==> config.mk <==
export PLATFORM = sky130hd
export DESIGN_NAME = tdm_pwm_bank
export DESIGN_NICKNAME = d
export VERILOG_FILES = /design/src/rtl/pwm_tdm_pkg.sv /design/src/rtl/pwm_slot_timer.sv /design/src/rtl/pwm_state_store.sv /design/src/rtl/pwm_duty_bank.sv /design/src/rtl/pwm_chan_engine.sv /design/src/rtl/tdm_pwm_bank.sv
export SDC_FILE = /design/constraint.sdc
export NUM_CORES = 2
export LEC_CHECK = 0
export BUFFER_PORTS_ARGS = -buffer_cell sky130_fd_sc_hd__buf_2
export CORE_MARGIN = 1.5
export CORE_UTILIZATION = 40
export DETAILED_ROUTE_END_ITERATION = 10
export PLACE_DENSITY = 0.52
export SKIP_LAST_GASP = 1
export SYNTH_ARGS = -nofsm -noshare
export SYNTH_HDL_FRONTEND = slang
export SYNTH_SLANG_ARGS = --single-unit
==> constraint.sdc <==
create_clock -name clk -period 5.58 [get_ports clk]
set_input_delay 0.279 -clock clk [delete_from_list [all_inputs] [get_ports clk]]
set_output_delay 0.279 -clock clk [all_outputs]
set_load 0.1 [all_outputs]
==> src/rtl/pwm_tdm_pkg.sv <==
`timescale 1ns/1ps
package pwm_tdm_pkg;

    // Counter width sets the PWM period (2**CNT_W rounds per period).
    localparam int CNT_W  = 8;
    localparam int DUTY_W = CNT_W + 1;
    localparam int PERIOD = 1 << CNT_W;

    // Per-channel state kept in slot storage.
    typedef struct packed {
        logic [CNT_W-1:0]  cnt;
        logic [DUTY_W-1:0] act;
    } chan_state_t;

    // Storage implementation selector.
    typedef enum logic {
        STORE_RAM   = 1'b0,
        STORE_SHIFT = 1'b1
    } store_kind_e;

    // Output level for a counter value against a duty.
    function automatic logic pwm_level(input logic [CNT_W-1:0] c,
                                       input logic [DUTY_W-1:0] d);
        return ({1'b0, c} < d);
    endfunction

endpackage

==> src/rtl/pwm_slot_timer.sv <==
`timescale 1ns/1ps
module pwm_slot_timer #(
    parameter int NUM_CH = 64
) (
    input  logic                      clk,
    input  logic                      rst,
    output logic [$clog2(NUM_CH)-1:0] slot,
    output logic [$clog2(NUM_CH)-1:0] slot_next
);
    localparam int SLOT_W = $clog2(NUM_CH);
    localparam logic [SLOT_W-1:0] LAST = SLOT_W'(NUM_CH - 1);

    always_comb begin
        slot_next = (slot == LAST) ? '0 : slot + SLOT_W'(1);
    end

    always_ff @(posedge clk) begin
        if (rst) slot <= '0;
        else     slot <= slot_next;
    end
endmodule

==> src/rtl/pwm_state_store.sv <==
`timescale 1ns/1ps
module pwm_state_store
    import pwm_tdm_pkg::*;
#(
    parameter int          NUM_CH = 64,
    parameter store_kind_e STORE  = STORE_RAM
) (
    input  logic                      clk,
    input  logic                      rst,
    input  logic [$clog2(NUM_CH)-1:0] rd_addr,
    input  chan_state_t               wr_data,
    output chan_state_t               cur
);
    localparam int SLOT_W = $clog2(NUM_CH);

    generate
        if (STORE == STORE_RAM) begin : g_ram
            // Synchronous RAM read one slot ahead; the write pointer is the
            // address whose data currently sits in the read register.
            chan_state_t       mem [NUM_CH];
            chan_state_t       q;
            logic [SLOT_W-1:0] wr_ptr;

            always_ff @(posedge clk) begin
                if (rst) begin
                    for (int i = 0; i < NUM_CH; i++) mem[i] <= '0;
                    q      <= '0;
                    wr_ptr <= '0;
                end else begin
                    mem[wr_ptr] <= wr_data;
                    q           <= mem[rd_addr];
                    wr_ptr      <= rd_addr;
                end
            end
            assign cur = q;
        end else begin : g_shift
            // Circulating register chain; entry 0 is the served channel.
            chan_state_t sh [NUM_CH];
            logic        unused_rd;

            assign unused_rd = ^rd_addr;

            always_ff @(posedge clk) begin
                if (rst) begin
                    for (int i = 0; i < NUM_CH; i++) sh[i] <= '0;
                end else begin
                    for (int i = 0; i < NUM_CH - 1; i++) sh[i] <= sh[i+1];
                    sh[NUM_CH-1] <= wr_data;
                end
            end
            assign cur = sh[0];
        end
    endgenerate
endmodule

==> src/rtl/pwm_duty_bank.sv <==
`timescale 1ns/1ps
module pwm_duty_bank
    import pwm_tdm_pkg::*;
#(
    parameter int NUM_CH = 64
) (
    input  logic                      clk,
    input  logic                      rst,
    input  logic                      wr_en,
    input  logic [$clog2(NUM_CH)-1:0] wr_ch,
    input  logic [DUTY_W-1:0]         wr_duty,
    input  logic [$clog2(NUM_CH)-1:0] rd_ch,
    output logic [DUTY_W-1:0]         rd_duty
);
    logic [DUTY_W-1:0] pend [NUM_CH];

    always_ff @(posedge clk) begin
        if (rst) begin
            for (int i = 0; i < NUM_CH; i++) pend[i] <= '0;
        end else if (wr_en && (int'(wr_ch) < NUM_CH)) begin
            pend[wr_ch] <= wr_duty;
        end
    end

    assign rd_duty = pend[rd_ch];
endmodule

==> src/rtl/pwm_chan_engine.sv <==
`timescale 1ns/1ps
module pwm_chan_engine
    import pwm_tdm_pkg::*;
#(
    parameter int NUM_CH = 64
) (
    input  logic                      clk,
    input  logic                      rst,
    input  logic [$clog2(NUM_CH)-1:0] slot,
    input  chan_state_t               cur,
    input  logic [DUTY_W-1:0]         pend_duty,
    output chan_state_t               wb,
    output logic [DUTY_W-1:0]         eff_duty,
    output logic [NUM_CH-1:0]         pwm_out
);
    // Shared update: duty swap only at period start, then count.
    always_comb begin
        eff_duty = (cur.cnt == '0) ? pend_duty : cur.act;
        wb.cnt   = cur.cnt + CNT_W'(1);
        wb.act   = eff_duty;
    end

    // Only the served channel's output bit is rewritten.
    always_ff @(posedge clk) begin
        if (rst) pwm_out       <= '0;
        else     pwm_out[slot] <= pwm_level(cur.cnt, eff_duty);
    end
endmodule

==> src/rtl/tdm_pwm_bank.sv <==
`timescale 1ns/1ps
module tdm_pwm_bank
    import pwm_tdm_pkg::*;
#(
    parameter int          NUM_CH = 64,
    parameter store_kind_e STORE  = STORE_RAM
) (
    input  logic                      clk,
    input  logic                      rst,
    input  logic                      wr_en,
    input  logic [$clog2(NUM_CH)-1:0] wr_ch,
    input  logic [DUTY_W-1:0]         wr_duty,
    output logic [NUM_CH-1:0]         pwm_out
);
    localparam int SLOT_W = $clog2(NUM_CH);

    logic [SLOT_W-1:0] slot;
    logic [SLOT_W-1:0] slot_next;
    chan_state_t       cur_st;
    chan_state_t       wb_st;
    logic [DUTY_W-1:0] pend_duty;
    logic [DUTY_W-1:0] eff_duty;

    pwm_slot_timer #(.NUM_CH(NUM_CH)) u_timer (
        .clk       (clk),
        .rst       (rst),
        .slot      (slot),
        .slot_next (slot_next)
    );

    pwm_state_store #(.NUM_CH(NUM_CH), .STORE(STORE)) u_store (
        .clk     (clk),
        .rst     (rst),
        .rd_addr (slot_next),
        .wr_data (wb_st),
        .cur     (cur_st)
    );

    pwm_duty_bank #(.NUM_CH(NUM_CH)) u_duty (
        .clk     (clk),
        .rst     (rst),
        .wr_en   (wr_en),
        .wr_ch   (wr_ch),
        .wr_duty (wr_duty),
        .rd_ch   (slot),
        .rd_duty (pend_duty)
    );

    pwm_chan_engine #(.NUM_CH(NUM_CH)) u_engine (
        .clk       (clk),
        .rst       (rst),
        .slot      (slot),
        .cur       (cur_st),
        .pend_duty (pend_duty),
        .wb        (wb_st),
        .eff_duty  (eff_duty),
        .pwm_out   (pwm_out)
    );
endmodule

# Yosys cells after proc, flatten, opt, wreduce, memory -nomap -nowiden
# Memory sizes are Yosys's and may differ from the RTL's. A register that Yosys moved wholly into a read port is not among the register bits.
# Index checks and enable logic that the tools add are counted.
[op_classes]
add_sub_neg = 2
magnitude_cmp = 3
eq_ne = 1
mux = 18
reduce_logical = 4
[op_table]
columns = ["op", "n"]
rows = [
  ["bitwise mux 64 bit", 1],
  ["2-to-1 mux 6 bit", 4],
  ["2-to-1 mux 9 bit", 2],
  ["2-to-1 mux 17 bit", 1],
  ["OR reduction 17 bit", 1],
  ["less-than comparator 8 x 9 -> 1 bit", 1],
  ["2-to-1 mux 1 bit", 9],
  ["OR reduction 9 bit", 1],
  ["adder 8 x 1 -> 8 bit (second input constant)", 1],
  ["zero test 8 bit", 1],
  ["less-than comparator 6 x 7 -> 1 bit (second input constant)", 1],
  ["adder 6 x 1 -> 6 bit (second input constant)", 1],
  ["demux 1 bit (select 6 bit)", 1],
  ["== test 6 bit (second input constant)", 1],
  ["greater-or-equal comparator 6 x 1 -> 1 bit (second input constant)", 1],
  ["logical AND 1 bit", 1],
]
[totals]
regBits = 70
ram_bits = 1664
in_bits = 18
word_cells = 32
n_memories = 2
[mem_list]
columns = ["name", "depth", "width", "rd", "rd_ports_with_merged_regs", "write_ports", "line_no", "rtl"]
rows = [
  ["u_store.g_ram.mem", 64, 17, 1, 1, 64, "pwm_state_store.sv:20", "chan_state_t mem [NUM_CH];"],
  ["u_duty.pend", 64, 9, 1, 1, 64, "pwm_duty_bank.sv:15", "logic [DUTY_W-1:0] pend [NUM_CH];"],
]

# Depth between registers and ports, before layout
[depth]
depth_word = 5
ltp_mapped = 20
mapped_depth_nobuf = 14

# Cells and area by module
# From an unflattened synthesis, not the netlist that was laid out.
[hier_totals]
hier_cells = 5342
hier_area_um2 = 80354.6
[modules_own_cells]
columns = ["module", "n_inst", "cells_per_inst", "area_per_inst_um2"]
rows = [
  ["pwm_state_store", 1, 3206, 50389.6],
  ["pwm_duty_bank", 1, 1741, 26754.4],
  ["pwm_chan_engine", 1, 367, 2964.1],
  ["pwm_slot_timer", 1, 28, 246.5],
]

# Worst setup path before layout
# OpenSTA, ideal clock, no wires.
[synth_timing]
kind = "flip-flop to flip-flop"
startpoint = "reg, netlist name u_store.g_ram.wr_ptr[1]"
endpoint = "reg u_engine.pwm_out[0]"
setup_ps = 65
arrival_time_ps = 3964
required_time_ps = 5515
path_slack_ps = 1552
path_stages_with_launch = 21
n_path_buf = 6
period_less_slack_ps = 4028
cell_sequence = "dfxtp_1 > buf_2 > buf_2 > nor3b_1 > clkbuf_1 > buf_1 > a22oi_1 > a41oi_1 > a21oi_1 > a31oi_1 > a21oi_1 > clkbuf_1 > ha_1 > a21o_1 > a21o_1 > a21o_1 > a21oi_1 > o21ai_0 > o221ai_4 > buf_6 > a32o_1"
[synth_lines]
columns = ["item", "line_no", "rtl"]
rows = [
  ["end signal: indexed assignment", "pwm_chan_engine.sv:26", "else pwm_out[slot] <= pwm_level(cur.cnt, eff_duty);"],
  ["end: declaration", "pwm_chan_engine.sv:14", "output logic [NUM_CH-1:0] pwm_out"],
]

==> reports/results.ini <==
[cells_and_area]
drive_gt1_share_pct=12.89
num-fill-cells=17050
nets=6058
area_growth_pct=12.82
stdcell_area_sq_um=86670

[detailed_routing]
dr.pass1.iters=6
drt_iter0_drc=6845
routed_wl_um=273700
wl_per_cell_um=31.44
num_vias=51750
antenna_left=0
avgViaCountPerCell=5.945
drc_errors=0

[yosys]
synth_most_common_cell=edfxtp_1
synthCells=6070
seq_area_frac_synth_pct=67.31
synth_top_area_share_pct=65.04
yosys.cell_types.count=72
synth-main-ff-cell=edfxtp_1
synth_edf_count=1664
ys_warn_count=0
synthTopCellsByCount=edfxtp_1, nor2_1, and2_1, nand2_1, clkbuf_1
syn_area_per_cell_sq_um=12.66
yosysTopAreaCell=edfxtp_1
syn_nets=6098
ys_async_sr_fraction_pct=0
netlist_top_cells_area=edfxtp_1, nor2_1, and2_1
synth-seq-cells=1751
syn_area_sq_um=76820

[clock_network]
cts_tree=yes
postCtsResizedCells=0
cts_htree_levels=4
numCtsBuffers=190
clk_latency_ns=0.87
cts.clk_slew.worst_paths_ns=0.07
clockBufferDepth=3
clkSinkCount=1751
cts_root_buf=clkbuf_16

[timing]
rsz0062_at_grt=no
finalMaxSlewViolations=0
hold_viol_final=0
tns_ns=0
fin_crit_sh_pct=93.68
setup_viol=0
slew_headroom_pct=15.31
tightest_slew_ns=1.270
period_minus_slack_ns=5.227
clock_skew_ns=0.05501
fmax_mhz=191.3
hold_slack_ns=0.1124

[grt]
grt_max_degree=78
gr-usage-all-layers_pct=27.76
grt_pass1_vias=49080
grt_pass1_wl_um=383500
grt_antenna_before_repair=13
grt_overflow=0

[power]
vdd_ir_drop_max_uv=450.5
p_leak_nw=30.58
p_per_area_nw_per_um2=366.9

[run]
cap_violations=0

[worst_setup_path]
critPathRequiredTime_ns=6.36
cp.arrival_ns=6.00
worstSetupPathType=register to register
cp_max_fo=64
cpMaxStageDelayCell=nor3b_2
r2r_start=u_store.g_ram.wr_ptr[0]
crit_top_cell=a21o_1
path_cells=nor3b_2, buf_4, a22oi_1, a41oi_1, nor4_1, a31oi_1, a21oi_4, ha_1, a21o_1, a21o_1, a21o_1, a21oi_1, o21ai_0, o221ai_4, buf_4, a32o_1
crit_start=u_store.g_ram.wr_ptr[0]
startpoint_type=register
max_stage_delay_ns=0.89
crit_path_end_kind=register

[status]
status=completed

[floorplanning]
coreArea_sq_um=190400
die_h_um=441.2
start_util_pct=40.35
dieArea_sq_um=194700
io_pins=82
chipWidth_um=441.2
fp-row-count=160

[hold_path]
hp-start=rst
min_path_type=primary input to register

[placement]
placed_cell_area_sq_um=80540
portBuffers=81
gp_congestion=0.8956
dpl.hpwl_um=168500

routing by layer:
layer / wire [um] / up-vias / global-route usage [%] / part of all wire, %
met5: 13 / - / 0 / 0.0047
met4: 11620 / 2 / 11.01 / 4.2
met3: 21950 / 465 / 4.829 / 8.0
met2: 127100 / 2607 / 43.74 / 46
met1: 113000 / 26620 / 38.20 / 41
li1: - / 22060 / - / -
layout make-up:
class | instances | area, sq um | share of cell area (%)
Inverter | 83 | 311.5 | 0.3595
Tap cell | 2511 | 3142 | 3.625
Clock inverter | 90 | 863.3 | 0.9961
Timing Repair Buffer | 320 | 2550 | 2.942
Multi-Input combinational cell | 3684 | 22830 | 26.34
Antenna cell | 3 | 7.507 | 0.008662
Clock buffer | 264 | 5251 | 6.059
Sequential cell | 1751 | 51720 | 59.67
repair_timing:
action / in CTS / in global routing
hold endpoints to repair: 10 / 0
setup buffers: 0 / 0
hold buffers: 1 / 0
endpoints found under the setup margin: 0 / 0
final timing paths:
check | slack, ns | to | depth (start not counted)
worst min-delay path | 0.11 | u_engine.pwm_out[5] | 3
worst max-delay path | 0.35 | u_engine.pwm_out[59] | 16
worst max register to register | 0.35 | u_engine.pwm_out[59] | 16
worst min register to register | 0.47 | u_engine.pwm_out[46] | 1
sequential cells by signal, indices dropped and copies added (netlist names):
name / count
u_engine.pwm_out: 64
u_store.g_ram.wr_ptr: 6
u_store.g_ram.mem: 1088
u_duty.pend: 576
u_store.cur: 17
metrics by stage:
step	std cells	utilization, %	setup slack [ns]	total power [mW]
6_report	8706	45.53	0.3528	31.80
3_5_place_dp	8348	42.30	0.5033	19.46
4_1_cts	8703	45.52	0.4393	31.83
2_1_floorplan	6070	-	1.552	17.54
5_1_grt	8704	45.52	0.2098	32.50
3_3_place_gp	8348	42.30	0.5260	19.44
cell families (layout without fill, tap and decap cells):
group	count (synthesis)	count (layout)	synth area share, %
simple gates	2543	2543	15.22
other cells	0	3	0
buf+inv	635	757	3.513
mux	294	294	5.831
xor+xnor	10	10	0.1140
fa+ha+maj	10	10	0.1629
compound gates	827	827	7.849
flops	1751	1751	67.31
power breakdown:
group | switching [mW] | internal [mW] | total, mW
Clock | 5.47 | 7.07 | 12.5
Sequential | 0.259 | 14.9 | 15.2
Combinational | 3.15 | 0.914 | 4.07
critical path: cells and delay by family, from the launching register on:
kind	cells	cell delay [ns]
AOI/OAI and AO/OA	11	2.27
and+or+nand+nor	2	1.00
buffers and inverters	2	0.97
DFF	1	0.54
adders and majority gates	1	0.31
layout by cell type, fill, tap and decap left out, types with 9 or more instances in the layout:
master,count
nand2_1,504
and2_1,579
dfxtp_1,83
clkbuf_16,194
clkbuf_8,13
nand4_1,42
mux4_2,120
nor4_1,17
and3_1,76
mux2i_1,148
bufinv_16,10
a41oi_1,45
buf_2,77
a32o_1,66
o221ai_1,11
o22ai_1,24
buf_12,27
o21ai_0,78
clkbuf_1,56
a221oi_1,11
nor2_1,1118
mux2_2,24
inv_1,79
nand3_1,129
clkinv_2,28
buf_4,215
a211oi_1,16
a22oi_1,227
o211ai_1,32
a21oi_1,133
a32oi_1,60
nand3b_1,9
clkinv_1,35
edfxtp_1,1664
a31oi_1,38
nor3_1,11
Note: power is estimated with default switching activity, not from simulation.
